**config.mk**
```make
export PLATFORM = sky130hd
export DESIGN_NAME = port_power_ctrl
export DESIGN_NICKNAME = d
export VERILOG_FILES = /design/src/rtl/pg_pkg.sv /design/src/rtl/pg_port_fsm.sv /design/src/rtl/pg_out_wake.sv /design/src/rtl/pg_router_gate.sv /design/src/rtl/port_power_ctrl.sv
export SDC_FILE = /design/constraint.sdc
export NUM_CORES = 1
export LEC_CHECK = 0
export BUFFER_PORTS_ARGS = -buffer_cell sky130_fd_sc_hd__clkbuf_2
export CAP_MARGIN = 10
export CORE_ASPECT_RATIO = 1.1
export CORE_MARGIN = 3
export CORE_UTILIZATION = 60
export DETAILED_ROUTE_END_ITERATION = 6
export PLACE_DENSITY_LB_ADDON = 0.25
export SYNTH_ARGS = -nofsm -noshare
export SYNTH_HDL_FRONTEND = slang
export SYNTH_SLANG_ARGS = --single-unit
```
**constraint.sdc**
```tcl
create_clock -name clk -period 4.38 [get_ports clk]
set_clock_uncertainty 0.05 [all_clocks]
set_input_delay 0.876 -clock clk [delete_from_list [all_inputs] [get_ports clk]]
set_output_delay 0.876 -clock clk [all_outputs]
set_load 0.01 [all_outputs]
```
**src/rtl/pg_pkg.sv**
```systemverilog
package pg_pkg;
  typedef enum logic [1:0] {
    PS_ON   = 2'd0,
    PS_OFF  = 2'd1,
    PS_WAKE = 2'd2
  } port_st_e;
endpackage

```
**src/rtl/pg_port_fsm.sv**
```systemverilog
module pg_port_fsm #(
  parameter int CNT_W  = 16,
  parameter int WAKE_W = 3
) (
  input  logic              clk,
  input  logic              rst,
  input  logic [CNT_W-1:0]  idle_limit,
  input  logic [WAKE_W-1:0] wake_cycles,
  input  logic              flit,
  input  logic              wake,
  output logic              pwr_en,
  output logic              ready,
  output logic              busy,
  output logic              off_next
);
  import pg_pkg::*;

  port_st_e          st_q, st_n;
  logic [CNT_W-1:0]  idle_q, idle_n;
  logic [WAKE_W-1:0] wcnt_q, wcnt_n;
  logic              activity;
  logic              idle_over;
  logic              wake_done;
  logic              wake_short;

  assign activity   = flit | wake;
  // widened compares: counter cannot wrap even when the limit is all ones
  assign idle_over  = ({1'b0, idle_q} + 1'b1) > {1'b0, idle_limit};
  assign wake_done  = ({1'b0, wcnt_q} + 1'b1) >= {1'b0, wake_cycles};
  assign wake_short = wake_cycles <= WAKE_W'(1);

  always_comb begin
    st_n   = st_q;
    idle_n = idle_q;
    wcnt_n = wcnt_q;
    unique case (st_q)
      PS_ON: begin
        if (activity) begin
          idle_n = '0;
        end else if (idle_over) begin
          st_n   = PS_OFF;
          idle_n = '0;
        end else begin
          idle_n = idle_q + 1'b1;
        end
      end
      PS_OFF: begin
        idle_n = '0;
        if (activity) begin
          if (wake_short) begin
            st_n = PS_ON;
          end else begin
            st_n   = PS_WAKE;
            wcnt_n = WAKE_W'(1);
          end
        end
      end
      PS_WAKE: begin
        idle_n = '0;
        if (wake_done) begin
          st_n = PS_ON;
        end else begin
          wcnt_n = wcnt_q + 1'b1;
        end
      end
      default: begin
        st_n   = PS_ON;
        idle_n = '0;
      end
    endcase
  end

  assign off_next = (st_n == PS_OFF);

  always_ff @(posedge clk) begin
    if (rst) begin
      st_q   <= PS_ON;
      idle_q <= '0;
      wcnt_q <= '0;
      pwr_en <= 1'b1;
      ready  <= 1'b1;
      busy   <= 1'b0;
    end else begin
      st_q   <= st_n;
      idle_q <= idle_n;
      wcnt_q <= wcnt_n;
      pwr_en <= (st_n != PS_OFF);
      ready  <= (st_n == PS_ON);
      busy   <= (st_n != PS_ON);
    end
  end
endmodule

```
**src/rtl/pg_out_wake.sv**
```systemverilog
module pg_out_wake #(
  parameter int N_PORTS = 5
) (
  input  logic               clk,
  input  logic               rst,
  input  logic [N_PORTS-1:0] route_need,
  input  logic [N_PORTS-1:0] nbr_ready,
  output logic [N_PORTS-1:0] wake_req_out,
  output logic [N_PORTS-1:0] out_free
);
  for (genvar p = 0; p < N_PORTS; p++) begin : g_out
    always_ff @(posedge clk) begin
      if (rst) begin
        wake_req_out[p] <= 1'b0;
        out_free[p]     <= 1'b0;
      end else begin
        wake_req_out[p] <= route_need[p] & ~nbr_ready[p];
        out_free[p]     <= nbr_ready[p];
      end
    end
  end
endmodule

```
**src/rtl/pg_router_gate.sv**
```systemverilog
module pg_router_gate #(
  parameter int N_PORTS = 5
) (
  input  logic               clk,
  input  logic               rst,
  input  logic [N_PORTS-1:0] off_next,
  input  logic               router_empty,
  input  logic [N_PORTS-1:0] wake_req_in,
  output logic               router_clk_en
);
  logic on_q;

  always_ff @(posedge clk) begin
    if (rst) on_q <= 1'b1;
    else     on_q <= ~((&off_next) & router_empty);
  end

  assign router_clk_en = on_q | (|wake_req_in);
endmodule

```
**src/rtl/port_power_ctrl.sv**
```systemverilog
module port_power_ctrl #(
  parameter int N_PORTS = 5,
  parameter int CNT_W   = 16,
  parameter int WAKE_W  = 3
) (
  input  logic               clk,
  input  logic               rst,
  input  logic [CNT_W-1:0]   idle_limit,
  input  logic [WAKE_W-1:0]  wake_cycles,
  input  logic [N_PORTS-1:0] flit_in,
  input  logic [N_PORTS-1:0] wake_req_in,
  input  logic               router_empty,
  input  logic [N_PORTS-1:0] route_need,
  input  logic [N_PORTS-1:0] nbr_ready,
  output logic [N_PORTS-1:0] port_pwr_en,
  output logic [N_PORTS-1:0] port_ready,
  output logic [N_PORTS-1:0] port_busy,
  output logic               router_clk_en,
  output logic [N_PORTS-1:0] wake_req_out,
  output logic [N_PORTS-1:0] out_free
);
  logic [N_PORTS-1:0] off_next;

  for (genvar p = 0; p < N_PORTS; p++) begin : g_port
    pg_port_fsm #(.CNT_W(CNT_W), .WAKE_W(WAKE_W)) u_fsm (
      .clk        (clk),
      .rst        (rst),
      .idle_limit (idle_limit),
      .wake_cycles(wake_cycles),
      .flit       (flit_in[p]),
      .wake       (wake_req_in[p]),
      .pwr_en     (port_pwr_en[p]),
      .ready      (port_ready[p]),
      .busy       (port_busy[p]),
      .off_next   (off_next[p])
    );
  end

  pg_router_gate #(.N_PORTS(N_PORTS)) u_gate (
    .clk          (clk),
    .rst          (rst),
    .off_next     (off_next),
    .router_empty (router_empty),
    .wake_req_in  (wake_req_in),
    .router_clk_en(router_clk_en)
  );

  pg_out_wake #(.N_PORTS(N_PORTS)) u_out (
    .clk         (clk),
    .rst         (rst),
    .route_need  (route_need),
    .nbr_ready   (nbr_ready),
    .wake_req_out(wake_req_out),
    .out_free    (out_free)
  );
endmodule

```
## Word-level counts from Yosys, hierarchy flattened

Index checks and enable logic that the tools add are counted.

| operators by class | value |
|---|---|
| $add $sub $neg | 20 |
| order comparisons | 11 |
| equality and inequality tests | 35 |
| muxes and demuxes | 42 |
| bitwise gates (word level) | 23 |
| reductions and logical operators | 32 |

Operators by type and width:

| cell | count |
|---|---|
| $add 16x1->17 const B | 5 |
| $gt 17x16->1 | 5 |
| $add 16x1->16 const B | 5 |
| $mux 2 | 21 |
| $mux 3 | 11 |
| $pmux 2 s3 | 5 |
| $pmux 3 s2 | 5 |
| $add 3x1->4 const B | 5 |
| $eq 2x1->1 const B | 10 |
| $ge 4x3->1 | 5 |
| $logic_not 2->1 | 10 |
| $ne 2x1->1 const B | 10 |
| $ne 2x2->1 const B | 10 |
| $reduce_and 4->1 | 5 |
| $reduce_bool 2->1 | 10 |
| $reduce_or 4->1 | 5 |
| $add 3x1->3 const B | 5 |
| $not 1->1 | 11 |
| $eq 2x2->1 const B | 5 |
| $and 1x1->1 | 6 |
| $or 1x1->1 | 6 |
| $reduce_and 5->1 | 1 |
| $reduce_or 5->1 | 1 |
| $le 3x1->1 const B | 1 |

| word-level totals | value |
|---|---|
| register bits after elaboration | 131 |
| input bits | 42 |
| output and inout port bits | 26 |

## Logic depth before layout (Yosys ltp)

Gate-level depths: netlist of run 1.

| logic depth | value |
|---|---|
| word-level depth | 9 |
| depth in mapped cells | 14 |
| depth with buffers taken out | 13 |

## Modules after synthesis

Synthesis of run 1 repeated with hierarchy kept, for this count alone.

| second synthesis, totals | value |
|---|---|
| cells, all modules | 928 |
| area, all modules | 8400.6 um^2 |

Modules (own cells, without submodules):

| module | times used | cells an instance | area each (um^2) |
|---|---|---|---|
| pg_port_fsm (g_port[1].u_fsm ...) | 3 | 175 | 1615.3 |
| pg_port_fsm (g_port[4].u_fsm) | 1 | 187 | 1612.8 |
| pg_port_fsm (g_port[0].u_fsm) | 1 | 189 | 1586.5 |
| pg_out_wake | 1 | 21 | 305.3 |
| pg_router_gate | 1 | 6 | 50.0 |

## Worst setup path after synthesis of run 1

Ideal clock, no wire load.

| path | value |
|---|---|
| path kind | flip-flop to flip-flop |
| start point | register g_port[2].u_fsm.idle_q[2] |
| end point | register u_gate.on_q |
| arrival | 3.180 ns |
| required time | 4.196 ns |
| setup slack | 1.016 ns |
| cell stages (with the launch flop) | 14 |
| path buffers | 1 |
| period minus slack after synthesis | 3.364 ns |
| cell sequence | dfxtp_1 and4_1 and3_1 and2_1 clkbuf_1 nand3_1 xnor2_1 ha_1 nand4_1 or4_1 a31o_2 a31oi_1 o21ai_0 or4b_1 |

| between the ends | value |
|---|---|
| longest elaborated chain between the ends | 9 |

RTL lines:

| element | RTL line | text |
|---|---|---|
| start: declaration | pg_port_fsm.sv:19 | `logic [CNT_W-1:0] idle_q, idle_n;` |
| start signal: assignment | pg_port_fsm.sv:85 | `idle_q <= idle_n;` |
| $add 16x1->17 | pg_port_fsm.sv:28 | `assign idle_over = ({1'b0, idle_q} + 1'b1) > {1'b0, idle_limit};` |
| $gt 17x16->1 | pg_port_fsm.sv:28 |  |
| $mux 2 | pg_port_fsm.sv:40 | `end else if (idle_over) begin` |
| $mux 2 | pg_port_fsm.sv:38 | `if (activity) begin` |
| $pmux 2 s3 | pg_port_fsm.sv:36 | `unique case (st_q)` |
| $eq 2x1->1 | pg_port_fsm.sv:73 | `assign off_next = (st_n == PS_OFF);` |
| $reduce_and 5->1 | pg_router_gate.sv:15 | `else on_q <= ~((&off_next) & router_empty);` |
| $and 1x1->1 | pg_router_gate.sv:15 |  |
| $not 1->1 | pg_router_gate.sv:15 |  |
| end signal: assignment | pg_router_gate.sv:15 |  |
| end: declaration | pg_router_gate.sv:11 | `logic on_q;` |

No other way between the ends.
A chain may end at the register's enable or synchronous reset.

## Worst setup path in the final report of run 1

| path | value |
|---|---|
| start point | register g_port[2].u_fsm.idle_q[2] |
| end point | register g_port[2].u_fsm.idle_q[13] |

| between the ends | value |
|---|---|
| longest elaborated chain between the ends | 3 |
| elaborated cells on any way between the ends | 4 |
| classes of those cells | add/sub: 2; order compare: 1; reduce/logical: 1 |

RTL lines:

| element | RTL line |
|---|---|
| $add 16x1->17 | pg_port_fsm.sv:28 |
| $gt 17x16->1 | pg_port_fsm.sv:28 |
| $reduce_or 4->1 (no source line) | -- |

Several ways; a longest one is shown, not always the timed one.

==> flow_summary.toml, run 1 <==
[synthesis]
synth_cells = 827
synth.top_cell.area_share_pct = 34.84
ys_top_cells_by_area = "dfxtp_1 (35%), ha_1 (17%), xnor2_1 (4.9%), nor2b_1 (4.3%), xor2_1 (3.8%)"
synth.top_cells.by_count = "dfxtp_1 (131), ha_1 (105), nor2_1 (70), nor2b_1 (52), nand2_1 (47)"
synth_area_sq_um = 7527
synth_seq_area_share_pct = 34.84
synth_most_common_cell = "dfxtp_1"
synth_nets = 974
async_flop_share_pct = 0
synthFlopType = "dfxtp_1"
synth-edff-count = 0
yosysWarnings = 0
ys_types = 59
avgSynthCellArea_sq_um = 9.102
yosysTopAreaCell = "dfxtp_1"
synth_seq_cells = 131

[clocking]
cts_tree = "built"
post_cts_resized = 0
cts_buffers = 17
htreeDepth = 4
cts.sinks = 131
cts_buffer_depth = 2
post_cts_buffers = 0
hold_buffers = 0
clk_pin_slew_worst_paths_ns = 0.06
clk_latency_ns = 0.42
cts-root-buf = "clkbuf_16"

[status]
violations = "design-rule violations"
outcome = "finished, violations left"

[power]
swShare_pct = 21.96
power.density_nw_per_um2 = 336.1
ir_drop_mv = 0.3082
p_comb_share_pct = 5.1
power.leakage_nw = 3.911
power_frac_clock_pct = 52.9
power.switching_w = 0.0006295
pwr-share-seq_pct = 42.0
power_w = 0.002867
intPower_w = 0.002238

[global_routing]
antenna_found_initial = 0
grt.total_usage_pct = 26.34
grt_start_max_net_pins = 45
grt_overflow = 0
grt_pass1_wl_um = 29220
grt_pass1_vias = 6286

[route]
vias = 6247
drt-wirelength-per-cell_um = 17.09
drc_errors = 2
ant_nets = 0
routed_wl_um = 18020
viasPerCell = 5.927
drt_iter0_markers = 417
firstDrtPassIters = 7

[worst_setup_path]
worstSetupEndpointType = "flip-flop"
cp.arrival_ns = 4.09
criticalPathCategory = "flip-flop to flip-flop"
crit_fanout = 16
cp-start-kind = "flip-flop"
required_ns = 4.61

[min_path]
hold_path.class = "flip-flop to flip-flop"

[cells_and_area]
stdcell_area_sq_um = 8531
drive_gt1_share_pct = 13.00
antennaDiodeCount = 0
final_net_count = 1034
multi_input_area_sq_um = 4614
syn2layout_area_growth_pct = 13.33
n_fill_cell = 960
register_area_sq_um = 2623

[die]
die_h_um = 123.5
die_x_um = 112.8
start_util_pct = 62.01
core-area_sq_um = 12140
num_rows = 42
ioPinCount = 68
die_area_sq_um = 13930

[place]
portBuffers = 67
dp_slack_ns = 0.5541
gp_congestion = 0.8874
dp_hpwl_um = 13290
dpl-instance-area_sq_um = 7896

[timing]
finalWorstPathRequiredPeriod_ns = 3.857
slew_headroom_pct = 44.69
fin_crit_sh_pct = 88.06
finalMaxSlewViolations = 0
finalSetupViolCount = 0
max_freq_mhz = 259.3
tightest_slew_ns = 0.8296
setup-tns-final_ns = 0
hold_violations = 0
worst_slack_ns = 0.5228
rsz0062_at_grt = "no"

[run]
max-cap-violations = 0
registers in the layout (all words and copies together), names as in the netlist:
register             flops
g_port.u_fsm.ready       5
u_out.wake_req_out       5
g_port.u_fsm.idle_q     80
u_out.out_free           5
g_port.u_fsm.st_q       10
u_gate.on_q              1
g_port.u_fsm.busy        5
g_port.u_fsm.wcnt_q     15
g_port.u_fsm.pwr_en      5
area by class of cell:
type	instances	area share [%]
repair buffers	68	4.019
inverters	33	1.452
well taps	154	2.259
clock inverters	11	2.039
flip-flops and latches	131	30.74
clock buffers	21	5.397
multi-input cells	636	54.09
routing by layer:
metal	track usage (%)	up-vias	share of wire, %
li1	-	3054	-
met4	12.17	0	3.4
met1	30.94	2955	41
met3	5.237	42	5.1
met5	0	-	0
met2	46.33	196	50
critical path, stage by stage (launching register included):
cell     delay (ns)
dfxtp_1        0.40
and4_1         0.27
and3_1         0.18
nor2b_1        0.33
nand4_1        0.17
xnor2_1        0.17
ha_1           0.29
nand4_1        0.11
or4_1          0.56
a31o_2         0.24
a31oi_1        0.29
or3b_1         0.53
nor2b_1        0.12
cell families after synthesis:
family | count (synthesis) | share of synthesized area (%)
AND/OR/NAND/NOR | 343 | 25.08
flip-flops | 131 | 34.84
buffers and inverters | 60 | 3.856
multiplexers | 4 | 0.5984
adder cells (fa/ha/maj) | 105 | 17.45
XOR/XNOR | 75 | 8.727
AO/OA/AOI/OAI | 109 | 9.442
cells in the final DEF (no fill, tap or decap), types with 8 or more instances in the layout:
master / netlist / layout
dfxtp_1: 131 / 131
ha_1: 105 / 105
nor2_1: 70 / 70
clkbuf_2: 0 / 67
nor2b_1: 52 / 52
nand2_1: 47 / 47
xnor2_1: 42 / 42
nand3_1: 40 / 40
inv_1: 33 / 33
xor2_1: 33 / 33
nand4_1: 28 / 28
a21oi_1: 28 / 28
and3_1: 26 / 26
o21ai_0: 26 / 26
clkbuf_16: 0 / 17
nor3_1: 11 / 11
nand2b_1: 10 / 10
and4_1: 9 / 9
nor3b_1: 9 / 9
a211oi_1: 8 / 8
a21o_1: 8 / 8
through the flow:
step	hold WS, ns	cells	util (%)
after floorplan	0.3829	827	-
after global placement	0.3947	1022	65.05
after detailed placement	0.4052	1022	65.05
after CTS	0.4173	1054	70.27
after global routing	0.4432	1054	70.27
final	0.4223	1054	70.27
power groups by stage:
stage          clock, W  sequential, W  combinational (W)
5_1_grt         0.00159        0.00120           0.000165
3_5_place_dp          0        0.00123           0.000146
2_1_floorplan         0        0.00123          0.0000836
3_3_place_gp          0        0.00123           0.000139
4_1_cts         0.00153        0.00120           0.000147
6_report        0.00152        0.00120           0.000147
final timing paths:
check	from	slack [ns]	depth (start not counted)	endpoint
min	g_port[3].u_fsm.idle_q[0]	0.42	1	g_port[3].u_fsm.idle_q[0]
max reg2reg	g_port[2].u_fsm.idle_q[2]	0.52	12	g_port[2].u_fsm.idle_q[13]
min reg2reg	g_port[3].u_fsm.idle_q[0]	0.42	1	g_port[3].u_fsm.idle_q[0]
max	g_port[2].u_fsm.idle_q[2]	0.52	12	g_port[2].u_fsm.idle_q[13]
Power figures use the tool's default switching activity.
==> run 2: changes to the inputs <==
--- a/config.mk
+++ b/config.mk
@@ -12,6 +12,7 @@
 export CORE_UTILIZATION = 60
 export DETAILED_ROUTE_END_ITERATION = 6
 export PLACE_DENSITY_LB_ADDON = 0.25
+export REMOVE_ABC_BUFFERS = 1
 export SYNTH_ARGS = -nofsm -noshare
 export SYNTH_HDL_FRONTEND = slang
 export SYNTH_SLANG_ARGS = --single-unit
==> flow_summary.toml, run 2 (synthesis gave the netlist of run 1 again) <==
[run]
max-cap-violations = 0

[global_routing]
grt.total_usage_pct = 26.87
grt_pass1_wl_um = 29790
grt_overflow = 0
grt_pass1_vias = 6437
grt_start_max_net_pins = 33
antenna_found_initial = 0

[timing]
setup-tns-final_ns = 0
slew_headroom_pct = 46.08
finalWorstPathRequiredPeriod_ns = 3.832
finalSetupViolCount = 0
max_freq_mhz = 260.9
worst_slack_ns = 0.5476
rsz0062_at_grt = "no"
finalMaxSlewViolations = 0
fin_crit_sh_pct = 87.50
tightest_slew_ns = 0.8058
hold_violations = 0

[cells_and_area]
final_net_count = 1035
largest_reg_flops = 80
syn2layout_area_growth_pct = 12.57
antennaDiodeCount = 0
top_register = "g_port.u_fsm.idle_q"
n_fill_cell = 956
final_common_cell = "dfxtp_1"
drive_gt1_share_pct = 13.00
top_regs = "g_port.u_fsm.idle_q (80), g_port.u_fsm.wcnt_q (15), g_port.u_fsm.st_q (10)"
finalNonFillerCells = 1054
final_cell_mix = "dfxtp_1 (131), ha_1 (105), nor2_1 (70)"
stdcell_area_sq_um = 8473

[route]
drt_iter0_markers = 412
drc_errors = 0
viasPerCell = 5.964
firstDrtPassIters = 5
ant_nets = 0
vias = 6286
routed_wl_um = 18130
drt-wirelength-per-cell_um = 17.20

[die]
die_x_um = 112.8
start_util_pct = 62.01
die_h_um = 123.5
core-area_sq_um = 12140
num_rows = 42
die_area_sq_um = 13930
ioPinCount = 68

[clocking]
cts_buffer_depth = 2
cts-root-buf = "clkbuf_16"
htreeDepth = 4
cts.sinks = 131
cts_tree = "built"
cts_buffers = 17
post_cts_buffers = 0
hold_buffers = 0
clk_latency_ns = 0.42
clk_pin_slew_worst_paths_ns = 0.06
post_cts_resized = 0

[place]
dp_cells = 1023
dpl-instance-area_sq_um = 7904
dp_slack_ns = 0.6044
dp_hpwl_um = 13540
portBuffers = 67
gp_congestion = 0.8942

[worst_setup_path]
cp.arrival_ns = 4.15
regToRegSetupSlack_ns = 0.55
required_ns = 4.70
criticalPathCategory = "flip-flop to flip-flop"
crit_fanout = 16
cp-start-kind = "flip-flop"
worstSetupEndpointType = "flip-flop"

[power]
power.leakage_nw = 3.894
pwr-share-seq_pct = 44.2
power_w = 0.002724
power_frac_clock_pct = 50.3
power.density_nw_per_um2 = 321.5
swShare_pct = 22.52
ir_drop_mv = 0.2532
p_comb_share_pct = 5.5
intPower_w = 0.002111
power.switching_w = 0.0006135

[min_path]
hold_path.class = "flip-flop to flip-flop"

[status]
outcome = "complete, no violations"
## run 2: cell count changes in the layout (fill, tap and decap cells not counted)
cell	before	now
clkinv_2	1	5
bufinv_16	4	2
inv_6	2	0
buf_4	1	2
clkinvlp_4	3	2
## run 2: worst max-delay path: stages, from the launching register on
cell	delay, ns
dfxtp_1	0.42
ha_1	0.29
nand4_1	0.12
nor2_1	0.33
and3_1	0.23
xor2_1	0.09
ha_1	0.35
nand3_1	0.11
or4_1	0.54
a2111oi_2	0.34
a31oi_1	0.16
or3_4	0.51
and2b_1	0.24
## run 2: cell type report
cell class,instances,area (sq um),area share [%]
clock buffers,21,460.4,5.434
clock inverters,10,108.9,1.285
inverters,33,123.9,1.462
multi-input cells,636,4614,54.46
flip-flops and latches,131,2623,30.95
well taps,154,192.7,2.274
repair buffers,69,350.3,4.135
## run 2: power by group through the flow
| stage | sequential, W | clock, W | combinational, W |
|---|---|---|---|
| finish | 0.00120 | 0.00137 | 0.000149 |
| global route | 0.00120 | 0.00144 | 0.000167 |
| CTS | 0.00120 | 0.00138 | 0.000148 |
| detailed placement | 0.00123 | 0 | 0.000147 |
| global placement | 0.00123 | 0 | 0.000140 |
| floorplan | 0.00123 | 0 | 0.0000770 |
## run 2: metal layers
layer	GRT usage, %	wire length (um)	share of wire, %	vias to the layer above
met1	30.77	7570	42	3011
met3	6.608	996	5.5	42
met2	47.48	8969	49	178
met4	12.02	589	3.2	0
met5	0	0	0	-
li1	-	-	-	3055
## run 2: path summary, 6_finish.rpt
kind	start	to	cells after the start
setup / recovery	g_port[1].u_fsm.idle_q[0]	g_port[1].u_fsm.idle_q[4]	12
setup reg to reg	g_port[1].u_fsm.idle_q[0]	g_port[1].u_fsm.idle_q[4]	12
hold / removal	g_port[3].u_fsm.idle_q[0]	g_port[3].u_fsm.idle_q[0]	1
hold reg to reg	g_port[3].u_fsm.idle_q[0]	g_port[3].u_fsm.idle_q[0]	1
## run 2: per-stage QoR
stage / util, % / hold slack [ns]
floorplan: - / 0.3829
detailed placement: 65.11 / 0.4074
CTS: 69.80 / 0.4201
finish: 69.80 / 0.4235
global route: 69.80 / 0.4538
global placement: 65.11 / 0.3985
==> run 3: changes to the inputs <==
--- a/config.mk
+++ b/config.mk
@@ -7,10 +7,11 @@
 export LEC_CHECK = 0
 export BUFFER_PORTS_ARGS = -buffer_cell sky130_fd_sc_hd__clkbuf_2
 export CAP_MARGIN = 10
-export CORE_ASPECT_RATIO = 1.1
 export CORE_MARGIN = 3
 export CORE_UTILIZATION = 60
+export CTS_CLUSTER_DIAMETER = 120
 export DETAILED_ROUTE_END_ITERATION = 6
+export GPL_ROUTABILITY_DRIVEN = 1
 export PLACE_DENSITY_LB_ADDON = 0.25
 export REMOVE_ABC_BUFFERS = 1
 export SYNTH_ARGS = -nofsm -noshare
==> flow_summary.toml, run 3 (synthesis gave the netlist of run 1 again) <==
[run]
max-cap-violations = 0

[cells_and_area]
multi_input_area_sq_um = 4614
final_net_count = 1036
top_register = "g_port.u_fsm.idle_q"
largest_reg_flops = 80
final_cell_mix = "dfxtp_1 (131), ha_1 (105), nor2_1 (70)"
top_regs = "g_port.u_fsm.idle_q (80), g_port.u_fsm.wcnt_q (15), g_port.u_fsm.st_q (10)"
register_area_sq_um = 2623
syn2layout_area_growth_pct = 13.23
final_common_cell = "dfxtp_1"
drive_gt1_share_pct = 13.30
n_fill_cell = 944
antennaDiodeCount = 0

[clocking]
htreeDepth = 4
post_cts_buffers = 0
hold_buffers = 0
cts-root-buf = "clkbuf_16"
cts_buffer_depth = 2
clk_latency_ns = 0.42
clk_pin_slew_worst_paths_ns = 0.06
cts.sinks = 131
cts_buffers = 17
cts_tree = "built"
post_cts_resized = 0

[die]
start_util_pct = 61.89
die_h_um = 118.0
die_x_um = 118.0
num_rows = 40
ioPinCount = 68
core-area_sq_um = 12160
die_area_sq_um = 13930

[worst_setup_path]
reg2reg_depth = 12
cpMostUsedCell = "nand4_1"
crit_fanout = 16
slowest_stage = "or4_1"
worstSetupEndpointType = "flip-flop"
required_ns = 4.70
cp-start-kind = "flip-flop"
cp.arrival_ns = 4.23
criticalPathCategory = "flip-flop to flip-flop"
crit_chain = "ha_1, nand4_1, nor2_1, nand4_1, xnor2_1, ha_1, nand4_1, or4_1, a2111oi_2, a31oi_1, or3_4, and2b_1"
critical_path.max_stage_delay_ns = 0.54

[global_routing]
grt_pass1_wl_um = 29880
grt_pass1_vias = 6240
grt.total_usage_pct = 26.31
grt_overflow = 0
antenna_found_initial = 0
grt_start_max_net_pins = 45

[min_path]
hold_path.class = "flip-flop to flip-flop"
min_delay_path_depth = 1

[route]
routed_wl_um = 18050
route.met3.wl_um = 1061
drt-wirelength-per-cell_um = 16.87
vias = 6256
drc_errors = 0
top_layer = "met4"
firstDrtPassIters = 5
ant_nets = 0
viasPerCell = 5.847
drt-met1-wl_um = 7733
drt_iter0_markers = 446
wl_met2_um = 8636

[power]
ir_drop_mv = 0.3371
swShare_pct = 23.48
power.density_nw_per_um2 = 324.0
power_frac_clock_pct = 51.0
pwr-share-seq_pct = 43.6
intPower_w = 0.002113
p_comb_share_pct = 5.4
power.switching_w = 0.0006485
power.leakage_nw = 3.898

[timing]
tightest_slew_ns = 0.8978
finalMaxSlewViolations = 0
max_freq_mhz = 255.3
setup-tns-final_ns = 0
finalSetupViolCount = 0
worst_slack_ns = 0.4638
rsz0062_at_grt = "no"
slew_headroom_pct = 40.15
fin_crit_sh_pct = 89.41
finalWorstPathRequiredPeriod_ns = 3.916
hold_violations = 0

[status]
outcome = "complete, no violations"

[place]
gp_congestion = 0.8939
portBuffers = 67
dp_hpwl_um = 13260
dp_slack_ns = 0.6082
==> run 3: area by class of cell <==
cell class,count,area share (%)
multi-input combinational,636,54.14
tap,168,2.466
clock buffer,19,5.197
timing repair buffer,70,4.198
sequential,131,30.77
inverter,33,1.453
clock inverter,13,1.776
==> run 3: worst paths after layout <==
check                            startpoint                        end  slack (ns)
setup reg to reg  g_port[1].u_fsm.idle_q[0]  g_port[1].u_fsm.idle_q[6]        0.46
setup / recovery  g_port[1].u_fsm.idle_q[0]  g_port[1].u_fsm.idle_q[6]        0.46
hold reg to reg   g_port[3].u_fsm.idle_q[0]  g_port[3].u_fsm.idle_q[0]        0.42
hold / removal    g_port[3].u_fsm.idle_q[0]  g_port[3].u_fsm.idle_q[0]        0.42
==> run 3: through the flow <==
step	utilization, %	instance area (sq um)	power [W]	instances	hold slack (ns)
after floorplan	-	7361	0.001307	800	0.3829
after global placement	65.20	7929	0.001368	1038	0.3993
after detailed placement	65.20	7929	0.001375	1038	0.4062
after CTS	70.08	8523	0.002772	1070	0.4202
after global routing	70.08	8523	0.002857	1070	0.4546
final	70.08	8523	0.002762	1070	0.4185
==> run 3: layer usage <==
metal	global-route usage, %	vias to the layer above
met5	0	-
met4	12.45	0
met3	4.950	49
met2	44.27	200
met1	32.50	2945
li1	-	3062
==> run 3: power by group through the flow <==
stage               clock network (W)  registers (W)   logic, W
detailed placement                  0        0.00123   0.000146
global placement                    0        0.00123   0.000139
global route                  0.00149        0.00120   0.000166
finish                        0.00141        0.00120   0.000150
floorplan                           0        0.00123  0.0000770
CTS                           0.00142        0.00120   0.000148
==> run 3: critical path, delay by kind of cell (launching register included) <==
family	cells	cell delay, ns
and+or+nand+nor	7	2.09
adders and majority gates	2	0.60
xor gates and xnor gates	1	0.17
AOI/OAI and AO/OA	2	0.49
DFF	1	0.44
